<file path="src/rtl/pfm_pkg.sv">
package pfm_pkg;

  typedef enum logic [2:0] {
    PH_IDLE,
    PH_WAIT,
    PH_HIGH,
    PH_GAP_A,
    PH_LOW,
    PH_GAP_B,
    PH_FREE
  } pfm_phase_e;

  // Low-side units for code k over `steps` setpoint steps spanning 2.2..5.0 V:
  // round(hs * (Vin - 1.8) / 1.8), with Vin in mV scaled by `steps`.
  function automatic int low_units(int hs, int code, int steps);
    int n;
    n = (hs * (400 * steps + 2800 * code) + 900 * steps) / (1800 * steps);
    if (n < 1) n = 1;
    return n;
  endfunction

endpackage

</file>
<file path="src/rtl/pfm_tick_div.sv">
module pfm_tick_div #(
  parameter int DIV = 6250
) (
  input  logic clk,
  input  logic rst_n,
  output logic tick_o
);
  localparam int W = (DIV > 1) ? $clog2(DIV) : 1;
  localparam logic [W-1:0] LAST = W'(DIV - 1);

  logic [W-1:0] cnt_q;

  always_ff @(posedge clk) begin
    if (!rst_n)             cnt_q <= '0;
    else if (cnt_q == LAST) cnt_q <= '0;
    else                    cnt_q <= cnt_q + 1'b1;
  end

  assign tick_o = (cnt_q == LAST);

  AST_TICK_SPACED: assert property (@(posedge clk) disable iff (!rst_n)
    tick_o |=> !tick_o);

endmodule

</file>
<file path="src/rtl/pfm_ontime_lut.sv">
module pfm_ontime_lut #(
  parameter int HS_UNITS = 8,
  parameter int SP_W     = 4,
  parameter int CNT_W    = 5
) (
  input  logic [SP_W-1:0]  code_i,
  output logic [CNT_W-1:0] units_o
);
  localparam int ENTRIES = 1 << SP_W;

  logic [CNT_W-1:0] table_w [ENTRIES];

  for (genvar g = 0; g < ENTRIES; g++) begin : g_entry
    assign table_w[g] = CNT_W'(pfm_pkg::low_units(HS_UNITS, g, ENTRIES - 1));
  end

  assign units_o = table_w[code_i];

endmodule

</file>
<file path="src/rtl/pfm_pulse_fsm.sv">
module pfm_pulse_fsm #(
  parameter int HS_UNITS = 8,
  parameter int SP_W     = 4,
  parameter int CNT_W    = 5
) (
  input  logic             clk,
  input  logic             rst_n,
  input  logic             tick_i,
  input  logic             cmp_i,
  input  logic [SP_W-1:0]  vset_i,
  input  logic             ack_i,
  input  logic [CNT_W-1:0] ls_units_i,
  output logic [SP_W-1:0]  code_o,
  output logic             req_o,
  output logic             rel_o,
  output logic             hs_o,
  output logic             ls_o
);
  import pfm_pkg::*;

  localparam logic [CNT_W-1:0] HS_LOAD = CNT_W'(HS_UNITS - 1);

  pfm_phase_e       ph_q, ph_d;
  logic [CNT_W-1:0] cnt_q, cnt_d;
  logic [SP_W-1:0]  code_q;

  always_comb begin
    ph_d  = ph_q;
    cnt_d = cnt_q;
    unique case (ph_q)
      PH_IDLE:  if (tick_i && cmp_i) ph_d = PH_WAIT;
      PH_WAIT:  if (ack_i) begin ph_d = PH_HIGH; cnt_d = HS_LOAD; end
      PH_HIGH:  if (cnt_q == '0) ph_d = PH_GAP_A; else cnt_d = cnt_q - 1'b1;
      PH_GAP_A: begin ph_d = PH_LOW; cnt_d = ls_units_i - 1'b1; end
      PH_LOW:   if (cnt_q == '0) ph_d = PH_GAP_B; else cnt_d = cnt_q - 1'b1;
      PH_GAP_B: ph_d = PH_FREE;
      PH_FREE:  ph_d = PH_IDLE;
      default:  ph_d = PH_IDLE;
    endcase
  end

  always_ff @(posedge clk) begin
    if (!rst_n) begin
      ph_q   <= PH_IDLE;
      cnt_q  <= '0;
      code_q <= '0;
      req_o  <= 1'b0;
      rel_o  <= 1'b0;
      hs_o   <= 1'b0;
      ls_o   <= 1'b0;
    end else begin
      ph_q  <= ph_d;
      cnt_q <= cnt_d;
      if (ph_q == PH_WAIT && ack_i) code_q <= vset_i;
      req_o <= (ph_d == PH_WAIT);
      rel_o <= (ph_d == PH_FREE);
      hs_o  <= (ph_d == PH_HIGH);
      ls_o  <= (ph_d == PH_LOW);
    end
  end

  assign code_o = code_q;

  AST_GATES_EXCLUSIVE: assert property (@(posedge clk) disable iff (!rst_n)
    !(hs_o && ls_o));
  AST_DEAD_AFTER_HIGH: assert property (@(posedge clk) disable iff (!rst_n)
    $fell(hs_o) |-> !ls_o);
  AST_REQ_HELD: assert property (@(posedge clk) disable iff (!rst_n)
    (req_o && !ack_i) |=> req_o);
  AST_REQ_FROM_TICK: assert property (@(posedge clk) disable iff (!rst_n)
    $rose(req_o) |-> $past(tick_i && cmp_i));
  AST_REQ_GATES_OFF: assert property (@(posedge clk) disable iff (!rst_n)
    req_o |-> (!hs_o && !ls_o && !rel_o));
  AST_REL_SINGLE: assert property (@(posedge clk) disable iff (!rst_n)
    rel_o |=> !rel_o);
  AST_REL_AFTER_GAP: assert property (@(posedge clk) disable iff (!rst_n)
    $rose(rel_o) |-> (!ls_o && !$past(ls_o)));

endmodule

</file>
<file path="src/rtl/pfm_buck_ctrl.sv">
module pfm_buck_ctrl #(
  parameter int TICK_DIV = 6250,
  parameter int HS_UNITS = 8,
  parameter int SP_W     = 4
) (
  input  logic            clk,
  input  logic            rst_n,
  input  logic            cmp_above_i,
  input  logic [SP_W-1:0] vset_i,
  output logic            ind_req_o,
  input  logic            ind_ack_i,
  output logic            ind_rel_o,
  output logic            hs_gate_o,
  output logic            ls_gate_o
);
  localparam int CNT_W = $clog2(2 * HS_UNITS + 1);

  logic             tick_w;
  logic [SP_W-1:0]  code_w;
  logic [CNT_W-1:0] ls_units_w;

  pfm_tick_div #(.DIV(TICK_DIV)) u_tick (
    .clk    (clk),
    .rst_n  (rst_n),
    .tick_o (tick_w)
  );

  pfm_ontime_lut #(.HS_UNITS(HS_UNITS), .SP_W(SP_W), .CNT_W(CNT_W)) u_lut (
    .code_i  (code_w),
    .units_o (ls_units_w)
  );

  pfm_pulse_fsm #(.HS_UNITS(HS_UNITS), .SP_W(SP_W), .CNT_W(CNT_W)) u_fsm (
    .clk        (clk),
    .rst_n      (rst_n),
    .tick_i     (tick_w),
    .cmp_i      (cmp_above_i),
    .vset_i     (vset_i),
    .ack_i      (ind_ack_i),
    .ls_units_i (ls_units_w),
    .code_o     (code_w),
    .req_o      (ind_req_o),
    .rel_o      (ind_rel_o),
    .hs_o       (hs_gate_o),
    .ls_o       (ls_gate_o)
  );

endmodule

</file>
<file path="config.mk">
export PLATFORM = sky130hd
export DESIGN_NAME = pfm_buck_ctrl
export DESIGN_NICKNAME = d
export VERILOG_FILES = /design/src/rtl/pfm_pkg.sv /design/src/rtl/pfm_tick_div.sv /design/src/rtl/pfm_ontime_lut.sv /design/src/rtl/pfm_pulse_fsm.sv /design/src/rtl/pfm_buck_ctrl.sv
export SDC_FILE = /design/constraint.sdc
export NUM_CORES = 1
export LEC_CHECK = 0
export CAP_MARGIN = 20
export CORE_MARGIN = 8
export CORE_UTILIZATION = 57
export DETAILED_ROUTE_END_ITERATION = 12
export DONT_BUFFER_PORTS = 1
export HOLD_SLACK_MARGIN = 0.1
export PLACE_DENSITY = 0.71
export SLEW_MARGIN = 20
export SYNTH_ARGS = -nofsm -noshare
export SYNTH_HDL_FRONTEND = slang
export SYNTH_HIERARCHICAL = 1
export SYNTH_SLANG_ARGS = --single-unit
</file>
<file path="constraint.sdc">
create_clock -name clk -period 5.37 [get_ports clk]
set_input_delay 1.074 -clock clk [delete_from_list [all_inputs] [get_ports clk]]
set_output_delay 1.074 -clock clk [all_outputs]
set_load 0.02 [all_outputs]
</file>
# --- Word level (Yosys, flattened, before mapping) ---
# Memories as Yosys holds them, arrays and structs flattened.
# Cells that the tools add are included.
totals:
  register_bits: 29
  romBits: 80
  input_bits: 8
  output_inout_bits: 4
  memories: 1
memory_table:
  columns: ["name", "depth", "width", "read_ports", "rd_ports_with_merged_regs", "wr", "line_no", "rtl"]
  rows:
  - ["(no name shown)", 16, 5, 1, 0, 0, "pfm_ontime_lut.sv:17", "assign units_o = table_w[code_i];"]
op_classes:
  addsub: 3
  order_cmp: 1
  eq_ne: 12
  muxes: 10
  bitwise_logic: 2
  reduce_logical: 8
op_table:
  columns: ["op", "count"]
  rows:
  - ["5-bit two-way mux", 4]
  - ["3-bit case mux with 6 select lines", 1]
  - ["5-bit case mux with 3 select lines", 1]
  - ["13-bit by 1-bit adder with 13-bit output, second input constant", 1]
  - ["13-bit == test, second input constant", 1]
  - ["3-bit == test, second input constant", 4]
  - ["3-bit two-way mux", 4]
  - ["5-bit by 1-bit subtractor with 5-bit output, second input constant", 2]
  - ["3-bit by 2-bit == test with 1-bit output, second input constant", 3]
  - ["3-bit by 1-bit == test with 1-bit output, second input constant", 2]
  - ["5-bit >= comparator, second input constant", 1]
  - ["5-bit logical NOT", 1]
  - ["4-bit NOT with 5-bit output", 1]
  - ["2-bit != test, second input constant", 2]
  - ["2-bit OR reduction", 2]
  - ["3-bit logical NOT", 1]
  - ["3-bit AND reduction", 1]
  - ["3-bit nonzero test", 1]
  - ["1-bit logical AND", 2]
  - ["1-bit NOT", 1]

# --- Logic depth before layout (Yosys ltp) ---
depth:
  ltp_word: 6
  mapped_depth: 9
  mapped_depth_nobuf: 9

# --- Cells and area by module ---
# The synthesis kept the hierarchy.
modules_own_cells:
  columns: ["module", "instances", "cells_each", "area_per_inst_um2"]
  rows:
  - ["pfm_pulse_fsm", 1, 93, 808.3]
  - ["pfm_tick_div", 1, 70, 639.4]
  - ["pfm_ontime_lut", 1, 15, 113.9]

# --- Least setup slack after synthesis ---
# OpenSTA, ideal clock, no wires.
synth_timing:
  path_type: "in2reg"
  from: "input port ind_ack_i"
  to: "register u_fsm.code_q[0] (netlist: u_fsm/code_o[0])"
  setup_time_ps: 119
  arrival_ps: 1878
  slack_ps: 3373
  path_stages: 4
  n_path_buf: 0
  cell_sequence: "nand2_1 > nor3_1 > mux2i_1 > nor2_1"
synth_via:
  elab_chain_cells: 1
synth_rtl:
  columns: ["item", "line_no", "rtl"]
  rows:
  - ["start, declared", "pfm_buck_ctrl.sv:11", "input logic ind_ack_i,"]
  - ["1-bit logical AND", "pfm_pulse_fsm.sv:54", "if (ph_q == PH_WAIT && ack_i) code_q <= vset_i;"]
  - ["end signal, assigned", "pfm_pulse_fsm.sv:54", null]
  - ["end, declared", "pfm_pulse_fsm.sv:25", "logic [SP_W-1:0] code_q;"]
# No other way between the ends.
# A chain may end at the register's enable or synchronous reset.

# --- Worst setup path after layout ---
layout_timing:
  from: "register u_fsm.ph_q[2]"
  to: "register u_fsm.cnt_q[4]"
layout_via:
  elab_chain_cells: 4
  word_cells_on_any_way: 10
layout_rtl:
  columns: ["item", "line_no", "rtl"]
  rows:
  - ["start, declared", "pfm_pulse_fsm.sv:23", "pfm_phase_e ph_q, ph_d;"]
  - ["start signal, assigned", "pfm_pulse_fsm.sv:52", "ph_q <= ph_d;"]
  - ["3-bit by 2-bit == test with 1-bit output or 3-bit == test (tied branches)", "pfm_pulse_fsm.sv:30", "unique case (ph_q)"]
  - ["2-bit OR reduction (no source line)", null, null]
  - ["2-bit != test (no source line) or 3-bit nonzero test (tied branches)", null, null]
  - ["3-bit AND reduction (no source line)", null, null]
  - ["end signal, assigned", "pfm_pulse_fsm.sv:53", "cnt_q <= cnt_d;"]
  - ["end, declared", "pfm_pulse_fsm.sv:24", "logic [CNT_W-1:0] cnt_q, cnt_d;"]
# Several ways; a longest one is shown, not always the timed one.

==> load_flow_metrics.sql <==
INSERT INTO impl_metrics (metric_group, metric, value, unit) VALUES
('yosys', 'synthDominantAreaCellType', 'sky130_fd_sc_hd__dfxtp_1', ''),
('sta', 'tns', '0', 'ps'),
('sta', 'final_period_minus_worst_setup_slack', '2130', 'ps'),
('yosys', 'synth_enable_flop_cells', '0', ''),
('yosys', 'post_synthesis_async_set_or_reset_flop_share', '0', '%'),
('sta', 'fin_hold_ws', '496', 'ps'),
('yosys', 'ys_seq_area_share', '37.2', '%'),
('cells_and_area', 'finalInstanceArea', '1590', 'µm²'),
('worst_setup_path', 'critical_path.cell_chain', 'nand2b_1 -> a21oi_2 -> mux2i_1 -> ha_1 -> nand2_1 -> xnor2_1 -> mux2i_1 -> o22ai_1', ''),
('worst_hold_path', 'min-delay-path-class', 'reg2reg', ''),
('worst_setup_path', 'endpoint_kind', 'register', ''),
('worst_setup_path', 'critPathRequiredTime', '5620', 'ps'),
('route', 'vias_post_dr', '1255', ''),
('cells_and_area', 'layout-drive-gt1-share', '7.26', '%'),
('sta', 'skew', '6.41', 'ps'),
('worst_setup_path', 'critical-path-max-stage-delay', '520', 'ps'),
('yosys', 'synth.ff_latch_count', '29', ''),
('yosys', 'yosys_most_used_dff', 'sky130_fd_sc_hd__dfxtp_1', ''),
('sta', 'setup_viol', '0', ''),
('worst_hold_path', 'timing.hold.worst_path_depth', '2', ''),
('cts', 'clkLatencyLatePin', '310', 'ps'),
('sta', 'report.final.slew_viol_count', '0', ''),
('placement', 'numPortBuffers', '0', ''),
('placement', 'hpwlAfterDp', '2270', 'µm'),
('placement', 'place_ws', '3110', 'ps'),
('cts', 'cts_sinks', '29', ''),
('yosys', 'synth_warnings', '6', ''),
('yosys', 'yosysMostFrequentCell', 'sky130_fd_sc_hd__dfxtp_1', ''),
('worst_setup_path', 'worst_r2r_endpoint', 'u_fsm/cnt_q[4]', ''),
('worst_setup_path', 'crit_slowest_cell', 'sky130_fd_sc_hd__dfxtp_1', ''),
('cells_and_area', 'n_antenna_cell', '0', ''),
('global_route', 'grt_pass1_vias', '1217', ''),
('power', 'p_leak', '0.510', 'nW'),
('sta', 'min_period_over_period', '39.6', '%'),
('global_route', 'globalRoute.totalOverflow', '0', ''),
('worst_hold_path', 'timing.hold.worst_endpoint', 'u_tick/cnt_q[12]', ''),
('power', 'power.ir.vdd_worst', '0.000144', 'V'),
('route', 'drt_drc', '0', ''),
('yosys', 'ys_top_cells_by_count', 'sky130_fd_sc_hd__dfxtp_1, sky130_fd_sc_hd__nor2_1, sky130_fd_sc_hd__nand2_1', ''),
('die', 'die-area', '4670', 'µm²'),
('worst_setup_path', 'critical_path.startpoint_type', 'register', ''),
('run', 'maxCapViolCount', '0', ''),
('worst_setup_path', 'critical_path_arrival', '2370', 'ps'),
('route', 'detail-route-antenna-nets', '0', ''),
('cts', 'number_of_cts_inserted_buffers', '5', ''),
('die', 'core_footprint', '2690', 'µm²'),
('worst_setup_path', 'rr_worst_depth', '8', ''),
('route', 'routed_wl_per_cell', '14.4', 'µm'),
('cts', 'post_cts.repair.setup_buffers', '0', ''),
('power', 'power-per-cell-area', '220', 'nW/µm²'),
('route', 'drt-vias-per-instance', '5.98', ''),
('cts', 'cts_resized', '0', ''),
('worst_setup_path', 'cpMostUsedCell', 'sky130_fd_sc_hd__mux2i_1', ''),
('yosys', 'synth.distinct_cells', '43', ''),
('cts', 'clk_pin_slew_worst_paths', '90', 'ps'),
('cts', 'clock_tree.buffer_depth', '2', ''),
('sta', 'rsz0062_at_grt', 'no', ''),
('sta', 'maxClockFrequency', '470', 'MHz'),
('yosys', 'synth.avg_cell_area', '8.77', 'µm²'),
('worst_setup_path', 'worst_case_register_to_register_setup_slack', '3240', 'ps'),
('die', 'dieHeight', '68.3', 'µm'),
('sta', 'layout_setup_ws', '3240', 'ps'),
('placement', 'placedInstanceArea', '1550', 'µm²'),
('yosys', 'synthesis.nets', '191', ''),
('run_status', 'run_status', 'finished, final reports clean', ''),
('die', 'dieWidth', '68.3', 'µm'),
('placement', 'gp_routability_congestion', '0.832', ''),
('global_route', 'first_pass_grt_wire_length', '5220', 'µm'),
('worst_setup_path', 'rr_startpoint', 'u_fsm/ph_q[2]', ''),
('die', 'fp-row-count', '19', ''),
('cts', 'cts_hold_buffers_added', '0', '');
-- cell usage in the layout, fill, tap and decap left out, types with 2 or more instances in the layout --
| cell | instances |
|---|---|
| sky130_fd_sc_hd__o21ai_0 | 7 |
| sky130_fd_sc_hd__inv_1 | 5 |
| sky130_fd_sc_hd__dfxtp_1 | 29 |
| sky130_fd_sc_hd__nand2b_1 | 4 |
| sky130_fd_sc_hd__nor2b_1 | 2 |
| sky130_fd_sc_hd__nand4_1 | 4 |
| sky130_fd_sc_hd__o31ai_1 | 5 |
| sky130_fd_sc_hd__o22ai_1 | 3 |
| sky130_fd_sc_hd__nor3_1 | 4 |
| sky130_fd_sc_hd__ha_1 | 5 |
| sky130_fd_sc_hd__or4_1 | 4 |
| sky130_fd_sc_hd__xnor2_1 | 4 |
| sky130_fd_sc_hd__clkbuf_4 | 5 |
| sky130_fd_sc_hd__a21oi_1 | 13 |
| sky130_fd_sc_hd__or3_1 | 3 |
| sky130_fd_sc_hd__xor2_1 | 3 |
| sky130_fd_sc_hd__mux2i_1 | 11 |
| sky130_fd_sc_hd__clkbuf_1 | 3 |
| sky130_fd_sc_hd__nand2_1 | 16 |
| sky130_fd_sc_hd__nand3_1 | 6 |
| sky130_fd_sc_hd__nor2_1 | 23 |
-- critical path: cells and delay by family (launching register included) --
| kind | cells | cell delay (ps) |
|---|---|---|
| muxes | 2 | 370 |
| AOI/OAI and AO/OA | 2 | 520 |
| xor gates and xnor gates | 1 | 170 |
| and+or+nand+nor | 2 | 240 |
| adders and majority gates | 1 | 230 |
| DFF | 1 | 520 |
-- worst max path at each step --
stage	start	end	slack, ps	cells past startpoint
2_1_floorplan	ind_ack_i	u_fsm/code_o[0]	3370	4
3_3_place_gp	ind_ack_i	u_fsm/code_o[0]	3210	4
3_5_place_dp	ind_ack_i	u_fsm/code_o[0]	3110	4
4_1_cts	u_fsm/ph_q[2]	u_fsm/cnt_q[4]	3220	8
5_1_grt	u_fsm/ph_q[2]	u_fsm/cnt_q[4]	3020	8
6_report	u_fsm/ph_q[2]	u_fsm/cnt_q[4]	3240	8
-- cells by family (layout without fill, tap and decap cells) --
kind of cell | Yosys count | in the layout | synth area share, %
AO/OA/AOI/OAI | 36 | 36 | 15.3
XOR/XNOR | 7 | 7 | 3.93
adder cells (fa/ha/maj) | 5 | 5 | 4.01
buffers and inverters | 13 | 14 | 4.97
flip-flops | 29 | 29 | 37.2
multiplexers | 12 | 12 | 8.49
other | 1 | 1 | 0.240
AND/OR/NAND/NOR | 75 | 75 | 25.9
-- report_power, final --
| part | switching, mW | internal [mW] |
|---|---|---|
| Combinational | 0.00526 | 0.00323 |
| Clock | 0.0705 | 0.0521 |
| Sequential | 0.00286 | 0.217 |
| Total | 0.0786 | 0.272 |
-- routing by layer --
layer	part of all wire, %	vias to the layer above	routed length (µm)	GRT usage (%)
met5	0	-	0	0
met4	0.89	0	27	6.39
met3	7.0	4	212	4.58
met2	45	29	1360	23.8
met1	47	580	1420	16.7
li1	-	642	-	-
-- cell type report --
class                   count  area, µm²  share of cell area [%]
multi-input cells         136        903                    56.7
flip-flops and latches     29        581                    36.4
clock buffers               8       48.8                    3.06
well taps                  31       38.8                    2.43
inverters                   6       22.5                    1.41
-- stage by stage --
step                instances  utilization (%)  power [mW]
floorplan                 178                -       0.234
global placement          202             57.5       0.233
detailed placement        202             57.5       0.233
CTS                       210             59.3       0.354
global route              210             59.3       0.364
finish                    210             59.3       0.351
-- sequential cells by signal, summed over array words and instances, names as in the netlist --
signal and count:
u_fsm/ls_o 1, u_tick/cnt_q 13, u_fsm/code_o 4, u_fsm/ph_q 3
u_fsm/cnt_q 5, u_fsm/rel_o 1, u_fsm/req_o 1, u_fsm/hs_o 1
Power figures use the tool's default switching activity.
